## config.mk

```make
export PLATFORM = sky130hd
export DESIGN_NAME = smc_timing_seq
export DESIGN_NICKNAME = d
export VERILOG_FILES = /design/src/rtl/smc_pkg.sv /design/src/rtl/smc_bank_regs.sv /design/src/rtl/smc_len_calc.sv /design/src/rtl/smc_access_fsm.sv /design/src/rtl/smc_timing_seq.sv
export SDC_FILE = /design/constraint.sdc
export NUM_CORES = 1
export LEC_CHECK = 0
export BUFFER_PORTS_ARGS = -buffer_cell sky130_fd_sc_hd__buf_2
export CORE_ASPECT_RATIO = 0.9
export CORE_MARGIN = 3
export CORE_UTILIZATION = 50
export CTS_CLUSTER_SIZE = 10
export DETAILED_ROUTE_END_ITERATION = 8
export PLACE_DENSITY = 0.7
export SYNTH_ARGS = -nofsm -noshare
export SYNTH_HDL_FRONTEND = slang
export SYNTH_HIERARCHICAL = 1
export SYNTH_SLANG_ARGS = --single-unit
```

## constraint.sdc

```tcl
create_clock -name clk -period 5.38 [get_ports clk]
set_input_delay 0.538 -clock clk [delete_from_list [all_inputs] [get_ports clk]]
set_output_delay 0.538 -clock clk [all_outputs]
set_load 0.01 [all_outputs]
```

## src/rtl/smc_pkg.sv

```systemverilog
package smc_pkg;
   timeunit 1ns;
   timeprecision 100ps;

   localparam int SMC_FW = 5;            // write, page and first-read code width
   localparam int SMC_TW = 4;            // turnaround count width
   localparam int SMC_XW = 10;           // long-write count width
   localparam int SMC_LW = SMC_XW + 5;   // length counter width, holds 1024*16

   typedef struct packed {
      logic              xen;
      logic [SMC_XW-1:0] xcnt;
      logic [SMC_TW-1:0] turn;
      logic [SMC_FW-1:0] first;
      logic [SMC_FW-1:0] page;
      logic [SMC_FW-1:0] wr;
   } bank_tim_t;

   typedef enum logic [1:0] {ST_IDLE, ST_TURN, ST_ACC} seq_st_t;
endpackage

```

## src/rtl/smc_bank_regs.sv

```systemverilog
module smc_bank_regs
   import smc_pkg::*;
#(
   parameter int NBANK = 4,
   parameter int CAW   = 7
) (
   input  logic                   clk,
   input  logic                   rst_n,
   input  logic                   cfg_we,
   input  logic [CAW-1:0]         cfg_addr,
   input  logic [31:0]            cfg_wdata,
   output bank_tim_t [NBANK-1:0]  tab
);
   timeunit 1ns;
   timeprecision 100ps;

   localparam int BW = CAW - 5;

   if (CAW < 6) begin : g_bad_caw
      $error("smc_bank_regs: CAW must leave at least one bank bit");
   end

   // bits that no field uses; named so that lint accepts them
   logic unused_cfg;
   assign unused_cfg = ^{cfg_wdata[31:SMC_XW], cfg_addr[1:0]};

   for (genvar g = 0; g < NBANK; g++) begin : g_bank
      logic hit;
      assign hit = cfg_we && (cfg_addr[CAW-1:5] == BW'(g));

      always_ff @(posedge clk or negedge rst_n) begin
         if (!rst_n) begin
            tab[g].wr    <= '1;
            tab[g].page  <= '1;
            tab[g].first <= '1;
            tab[g].turn  <= '1;
            tab[g].xen   <= 1'b0;
            tab[g].xcnt  <= '0;
         end else if (hit) begin
            case (cfg_addr[4:2])
               3'd0:    tab[g].wr    <= cfg_wdata[SMC_FW-1:0];
               3'd1:    tab[g].page  <= cfg_wdata[SMC_FW-1:0];
               3'd2:    tab[g].first <= cfg_wdata[SMC_FW-1:0];
               3'd3:    tab[g].turn  <= cfg_wdata[SMC_TW-1:0];
               3'd4:    tab[g].xen   <= cfg_wdata[0];
               3'd5:    tab[g].xcnt  <= cfg_wdata[SMC_XW-1:0];
               default: ;
            endcase
         end
      end
   end
endmodule

```

## src/rtl/smc_len_calc.sv

```systemverilog
module smc_len_calc
   import smc_pkg::*;
(
   input  bank_tim_t          tim,
   input  logic               is_write,
   input  logic               is_page,
   output logic [SMC_LW-1:0]  len
);
   timeunit 1ns;
   timeprecision 100ps;

   localparam logic [SMC_LW-1:0] WR_TOP_LEN = SMC_LW'(33);

   always_comb begin
      if (is_write) begin
         if (tim.xen)
            len = (SMC_LW'(tim.xcnt) + SMC_LW'(1)) << 4;
         else if (tim.wr == '1)
            len = WR_TOP_LEN;
         else
            len = SMC_LW'(tim.wr) + SMC_LW'(2);
      end else if (is_page) begin
         len = SMC_LW'(tim.page) + SMC_LW'(1);
      end else begin
         len = SMC_LW'(tim.first) + SMC_LW'(1);
      end
   end
endmodule

```

## src/rtl/smc_access_fsm.sv

```systemverilog
module smc_access_fsm
   import smc_pkg::*;
#(
   parameter int NBANK = 4,
   parameter int BW    = 2,
   parameter int AW    = 24,
   parameter int DW    = 16
) (
   input  logic               clk,
   input  logic               rst_n,
   input  logic               req_valid,
   input  logic               req_write,
   input  logic               req_seq,
   input  logic [BW-1:0]      req_bank,
   input  logic [AW-1:0]      req_addr,
   input  logic [DW-1:0]      req_wdata,
   input  logic [SMC_LW-1:0]  acc_len,
   input  logic [SMC_TW-1:0]  turn_len,
   output logic               req_ready,
   output logic               page_hit,
   output logic [BW-1:0]      prev_bank,
   output logic [NBANK-1:0]   mem_cs_n,
   output logic               mem_oe_n,
   output logic               mem_we_n,
   output logic [AW-1:0]      mem_addr,
   output logic [DW-1:0]      mem_wdata,
   input  logic [DW-1:0]      mem_rdata,
   output logic               done,
   output logic [DW-1:0]      rd_data
);
   timeunit 1ns;
   timeprecision 100ps;

   seq_st_t            st;
   logic [SMC_LW-1:0]  cnt, len_q;
   logic [BW-1:0]      cur_bank;
   logic               cur_write, have_prev;
   logic               accept, dir_or_bank_chg, in_acc;

   assign accept          = req_valid && (st == ST_IDLE);
   assign dir_or_bank_chg = have_prev && ((req_bank != cur_bank) || (req_write != cur_write));
   assign page_hit        = have_prev && req_seq && !req_write && !cur_write &&
                            (req_bank == cur_bank) && (req_addr == mem_addr + AW'(1));
   assign prev_bank       = cur_bank;
   assign req_ready       = (st == ST_IDLE);
   assign in_acc          = (st == ST_ACC);

   always_ff @(posedge clk or negedge rst_n) begin
      if (!rst_n) begin
         st        <= ST_IDLE;
         cnt       <= '0;
         len_q     <= '0;
         cur_bank  <= '0;
         cur_write <= 1'b0;
         have_prev <= 1'b0;
         mem_addr  <= '0;
         mem_wdata <= '0;
         done      <= 1'b0;
         rd_data   <= '0;
      end else begin
         done <= 1'b0;
         case (st)
            ST_IDLE: if (accept) begin
               cur_bank  <= req_bank;
               cur_write <= req_write;
               mem_addr  <= req_addr;
               mem_wdata <= req_wdata;
               have_prev <= 1'b1;
               len_q     <= acc_len;
               if (dir_or_bank_chg && (turn_len != '0)) begin
                  st  <= ST_TURN;
                  cnt <= SMC_LW'(turn_len);
               end else begin
                  st  <= ST_ACC;
                  cnt <= acc_len;
               end
            end
            ST_TURN: begin
               if (cnt == SMC_LW'(1)) begin
                  st  <= ST_ACC;
                  cnt <= len_q;
               end else begin
                  cnt <= cnt - SMC_LW'(1);
               end
            end
            ST_ACC: begin
               if (cnt == SMC_LW'(1)) begin
                  st   <= ST_IDLE;
                  done <= 1'b1;
                  if (!cur_write) rd_data <= mem_rdata;
               end else begin
                  cnt <= cnt - SMC_LW'(1);
               end
            end
            default: st <= ST_IDLE;
         endcase
      end
   end

   for (genvar g = 0; g < NBANK; g++) begin : g_cs
      assign mem_cs_n[g] = !(in_acc && (cur_bank == BW'(g)));
   end
   assign mem_oe_n = !(in_acc && !cur_write);
   assign mem_we_n = !(in_acc && cur_write);

   assert_strobe_excl_R9: assert property (@(posedge clk) disable iff (!rst_n)
      !(!mem_oe_n && !mem_we_n));

   assert_hold_addr_R9: assert property (@(posedge clk) disable iff (!rst_n)
      (!(&mem_cs_n) && $past(!(&mem_cs_n))) |-> ($stable(mem_addr) && $stable(mem_wdata)));

   assert_ready_dark_R10: assert property (@(posedge clk) disable iff (!rst_n)
      req_ready |-> (&mem_cs_n));

   assert_done_pulse_R10: assert property (@(posedge clk) disable iff (!rst_n)
      done |=> !done);
endmodule

```

## src/rtl/smc_timing_seq.sv

```systemverilog
module smc_timing_seq
   import smc_pkg::*;
#(
   parameter int NBANK = 4,
   parameter int AW    = 24,
   parameter int DW    = 16,
   localparam int BW   = (NBANK > 1) ? $clog2(NBANK) : 1,
   localparam int CAW  = 5 + BW
) (
   input  logic              clk,
   input  logic              rst_n,
   input  logic              cfg_we,
   input  logic [CAW-1:0]    cfg_addr,
   input  logic [31:0]       cfg_wdata,
   input  logic              req_valid,
   output logic              req_ready,
   input  logic              req_write,
   input  logic              req_seq,
   input  logic [BW-1:0]     req_bank,
   input  logic [AW-1:0]     req_addr,
   input  logic [DW-1:0]     req_wdata,
   output logic              done,
   output logic [DW-1:0]     rd_data,
   output logic [NBANK-1:0]  mem_cs_n,
   output logic              mem_oe_n,
   output logic              mem_we_n,
   output logic [AW-1:0]     mem_addr,
   output logic [DW-1:0]     mem_wdata,
   input  logic [DW-1:0]     mem_rdata
);
   timeunit 1ns;
   timeprecision 100ps;

   if (NBANK < 1 || NBANK > 8) begin : g_bad_nbank
      $error("smc_timing_seq: NBANK must lie in 1..8");
   end
   if (AW < 2 || DW < 1) begin : g_bad_width
      $error("smc_timing_seq: AW must be at least 2 and DW at least 1");
   end

   bank_tim_t [NBANK-1:0] tab;
   bank_tim_t             req_tim;
   logic [SMC_LW-1:0]     acc_len;
   logic [SMC_TW-1:0]     turn_len;
   logic                  page_hit;
   logic [BW-1:0]         prev_bank;

   assign req_tim  = tab[req_bank];
   assign turn_len = tab[prev_bank].turn;

   smc_bank_regs #(.NBANK(NBANK), .CAW(CAW)) u_regs (
      .clk, .rst_n, .cfg_we, .cfg_addr, .cfg_wdata, .tab
   );

   smc_len_calc u_len (
      .tim(req_tim), .is_write(req_write), .is_page(page_hit), .len(acc_len)
   );

   smc_access_fsm #(.NBANK(NBANK), .BW(BW), .AW(AW), .DW(DW)) u_fsm (
      .clk, .rst_n, .req_valid, .req_write, .req_seq, .req_bank, .req_addr,
      .req_wdata, .acc_len, .turn_len, .req_ready, .page_hit, .prev_bank,
      .mem_cs_n, .mem_oe_n, .mem_we_n, .mem_addr, .mem_wdata, .mem_rdata,
      .done, .rd_data
   );

   assert_write_len_R2: assert property (@(posedge clk) disable iff (!rst_n)
      (req_valid && req_ready && req_write && !req_tim.xen) |->
      (acc_len >= SMC_LW'(2) && acc_len <= SMC_LW'(33)));

   assert_long_write_R3: assert property (@(posedge clk) disable iff (!rst_n)
      (req_valid && req_ready && req_write && req_tim.xen) |->
      (acc_len[3:0] == 4'd0 && acc_len != '0));
endmodule

```

==> key figures <==
Detailed routing
  – Vias per cell: ~5.7
  – Pre-antenna DRT Iters: 4
  – Antenna Violating Nets Remaining: 0
  – WL/cell: 17.7 um
  – Initial DRC Count: around 530
  – DRC: 0
  – Routed WL: 23400 um
  – Routed via count: 7487

Die
  – Die Wd: roughly 160 um
  – Die area: approximately 0.024 mm2
  – Row cnt: 51
  – Core Area: about 0.022 mm2
  – Initial Util: 0.511
  – Chip height: 147 um
  – Top Ports: 167

GRT
  – GR Util met3: 0.0319
  – GRT busiest layer: met2
  – Met2 Resource Use GR: 0.300
  – First-pass GRT wire length: 38200 um
  – Pin count of the biggest net entering global routing: 102
  – Routing usage on met1: 0.292
  – GR Util All Layers: 0.193
  – Vias in the first global route: 7291
  – GRT Residual Overflow: 0
  – Antenna violations before repair: 1

CTS
  – Clock Sinks: 213
  – Root buf cell: clkbuf_16
  – Post_cts resized: 0
  – Worst skew pair latency: about 510 ps
  – CTS tree: yes
  – Clock Path Buffers: 3
  – H-tree Lvls: 1
  – Hold Buf Count CTS: 0
  – Worst-path clk slew: ~60 ps
  – Number of buffers created by CTS: 25
  – Setup bufs post-CTS: 0

Timing
  – Clock skew: 20.8 ps
  – Final hold slack: 101 ps
  – Slew at the pin with the worst max-slew slack: approximately 1200 ps
  – Final count of hold timing violations: 0
  – Fmax achieved: about 220 MHz
  – Setup TNS Final: 0 ps
  – Slew Viols, Final: 0
  – RSZ-0062 raised after global routing: false
  – Setup-failing EPs final: 0
  – Part of the cycle the worst path needs: 0.850
  – Fin crit period: roughly 4600 ps
  – Slew HR: 0.179

Critical path
  – WS Path Type: flip-flop to flip-flop
  – Worst setup EP type: flip-flop
  – Crit start category: flip-flop
  – R2R Path End: u_fsm/cnt[2]
  – FF-to-FF setup slack: ~810 ps
  – FF-to-FF path depth: 16
  – Worst r2r src: u_fsm/mem_addr[0]
  – CP arrival: 4960 ps
  – Crit. Startpoint: u_fsm/mem_addr[0]
  – Req. time, crit path: 5770 ps
  – CP Max Fanout: 6

Yosys
  – Synth Net Count: 986
  – Cells after synthesis: between 800 and 900
  – Synth warn: 6
  – Syn avg cell area: 12.7 um2
  – Synthesized cell area: 0.0111 mm2

Layout
  – Area delta synth->final: 15.1%
  – ANT cells: 0
  – Most frequent cells in the layout: mux2_2, buf_2, dfrtp_1
  – Most common cell after layout, fill and taps aside: mux2_2
  – Share of cells above drive strength 1: 0.481
  – Post-layout nets: 1124
  – FILL cells: roughly 1800

Placement
  – Final HPWL DP: 16000 um
  – PortBufs: 142
  – GPL Wtd Cong: 0.816

Power
  – PD cells: 309 mW/mm2
  – Peak VDD IR: 0.000240 V
  – Static Leak: approximately 5.7 nW
  – Final Power: 3.95 mW

Run
  – Max Cap Violations: 0

Run status
  – Outcome: finished clean

Worst hold path
  – HP Class: primary input to async pin
cell type report:
type / count / area (um2) / area share
tap: 291 / 364 / 0.0285
sequential: 213 / 5430 / 0.424
clock inverter: 1 / 5.00 / 0.000391
clock buffer: 43 / 693 / 0.0542
timing repair buffer: 152 / 795 / 0.0621
multi-input combinational: 605 / 5460 / 0.427
inverter: 14 / 52.6 / 0.00411
per-layer routing:
metal	vias up	share of wire
li1	3518	-
met1	3744	0.48
met5	-	0.00043
met3	35	0.056
met4	2	0.017
met2	188	0.45
worst max path at each step:
stage,to,slack (ps),cells past startpoint
floorplan,u_fsm/cnt[2],1320,16
global placement,u_fsm/cnt[2],970,15
detailed placement,u_fsm/cnt[2],850,15
CTS,u_fsm/cnt[2],840,16
global route,u_fsm/cnt[2],560,16
finish,u_fsm/cnt[2],810,16
sequential cells by signal (all words and copies together), names as in the netlist:
register and cells:
u_fsm/cnt 15, u_fsm/done 1, u_fsm/prev_bank 2, u_fsm/cur_write 1
u_fsm/mem_addr 24, u_fsm/mem_wdata 16, u_fsm/rd_data 16, u_fsm/have_prev 1
u_fsm/len_q 15, u_fsm/st 2, u_regs/tab 120
worst max-delay path: stages, from the launching register on:
cell	delay, ps
dfrtp_1	470
ha_1	330
nand4_1	190
nor2_1	410
nand4_1	160
a2bb2oi_1	170
o2111ai_1	120
or4_1	580
a211oi_2	370
mux2_2	390
ha_1	240
xor2_1	180
o22ai_1	110
and2_1	160
a211oi_1	310
o31ai_1	120
o2bb2ai_1	130
where the power goes:
part / switching (mW) / internal, mW / total, mW
registers: 0.0818 / 1.86 / 1.94
logic: 0.257 / 0.288 / 0.544
clock network: 0.606 / 0.864 / 1.47
total: 0.944 / 3.01 / 3.95
per-stage QoR:
step | cells | utilization | setup slack [ps] | instance area, um2
final | 1319 | 0.588 | 808 | 12800
after CTS | 1319 | 0.588 | 841 | 12800
after floorplan | 873 | - | 1320 | 11100
after detailed placement | 1275 | 0.556 | 853 | 12100
after global placement | 1275 | 0.556 | 965 | 12100
after global routing | 1319 | 0.588 | 563 | 12800
No activity file was read; power rests on OpenSTA's default activity.
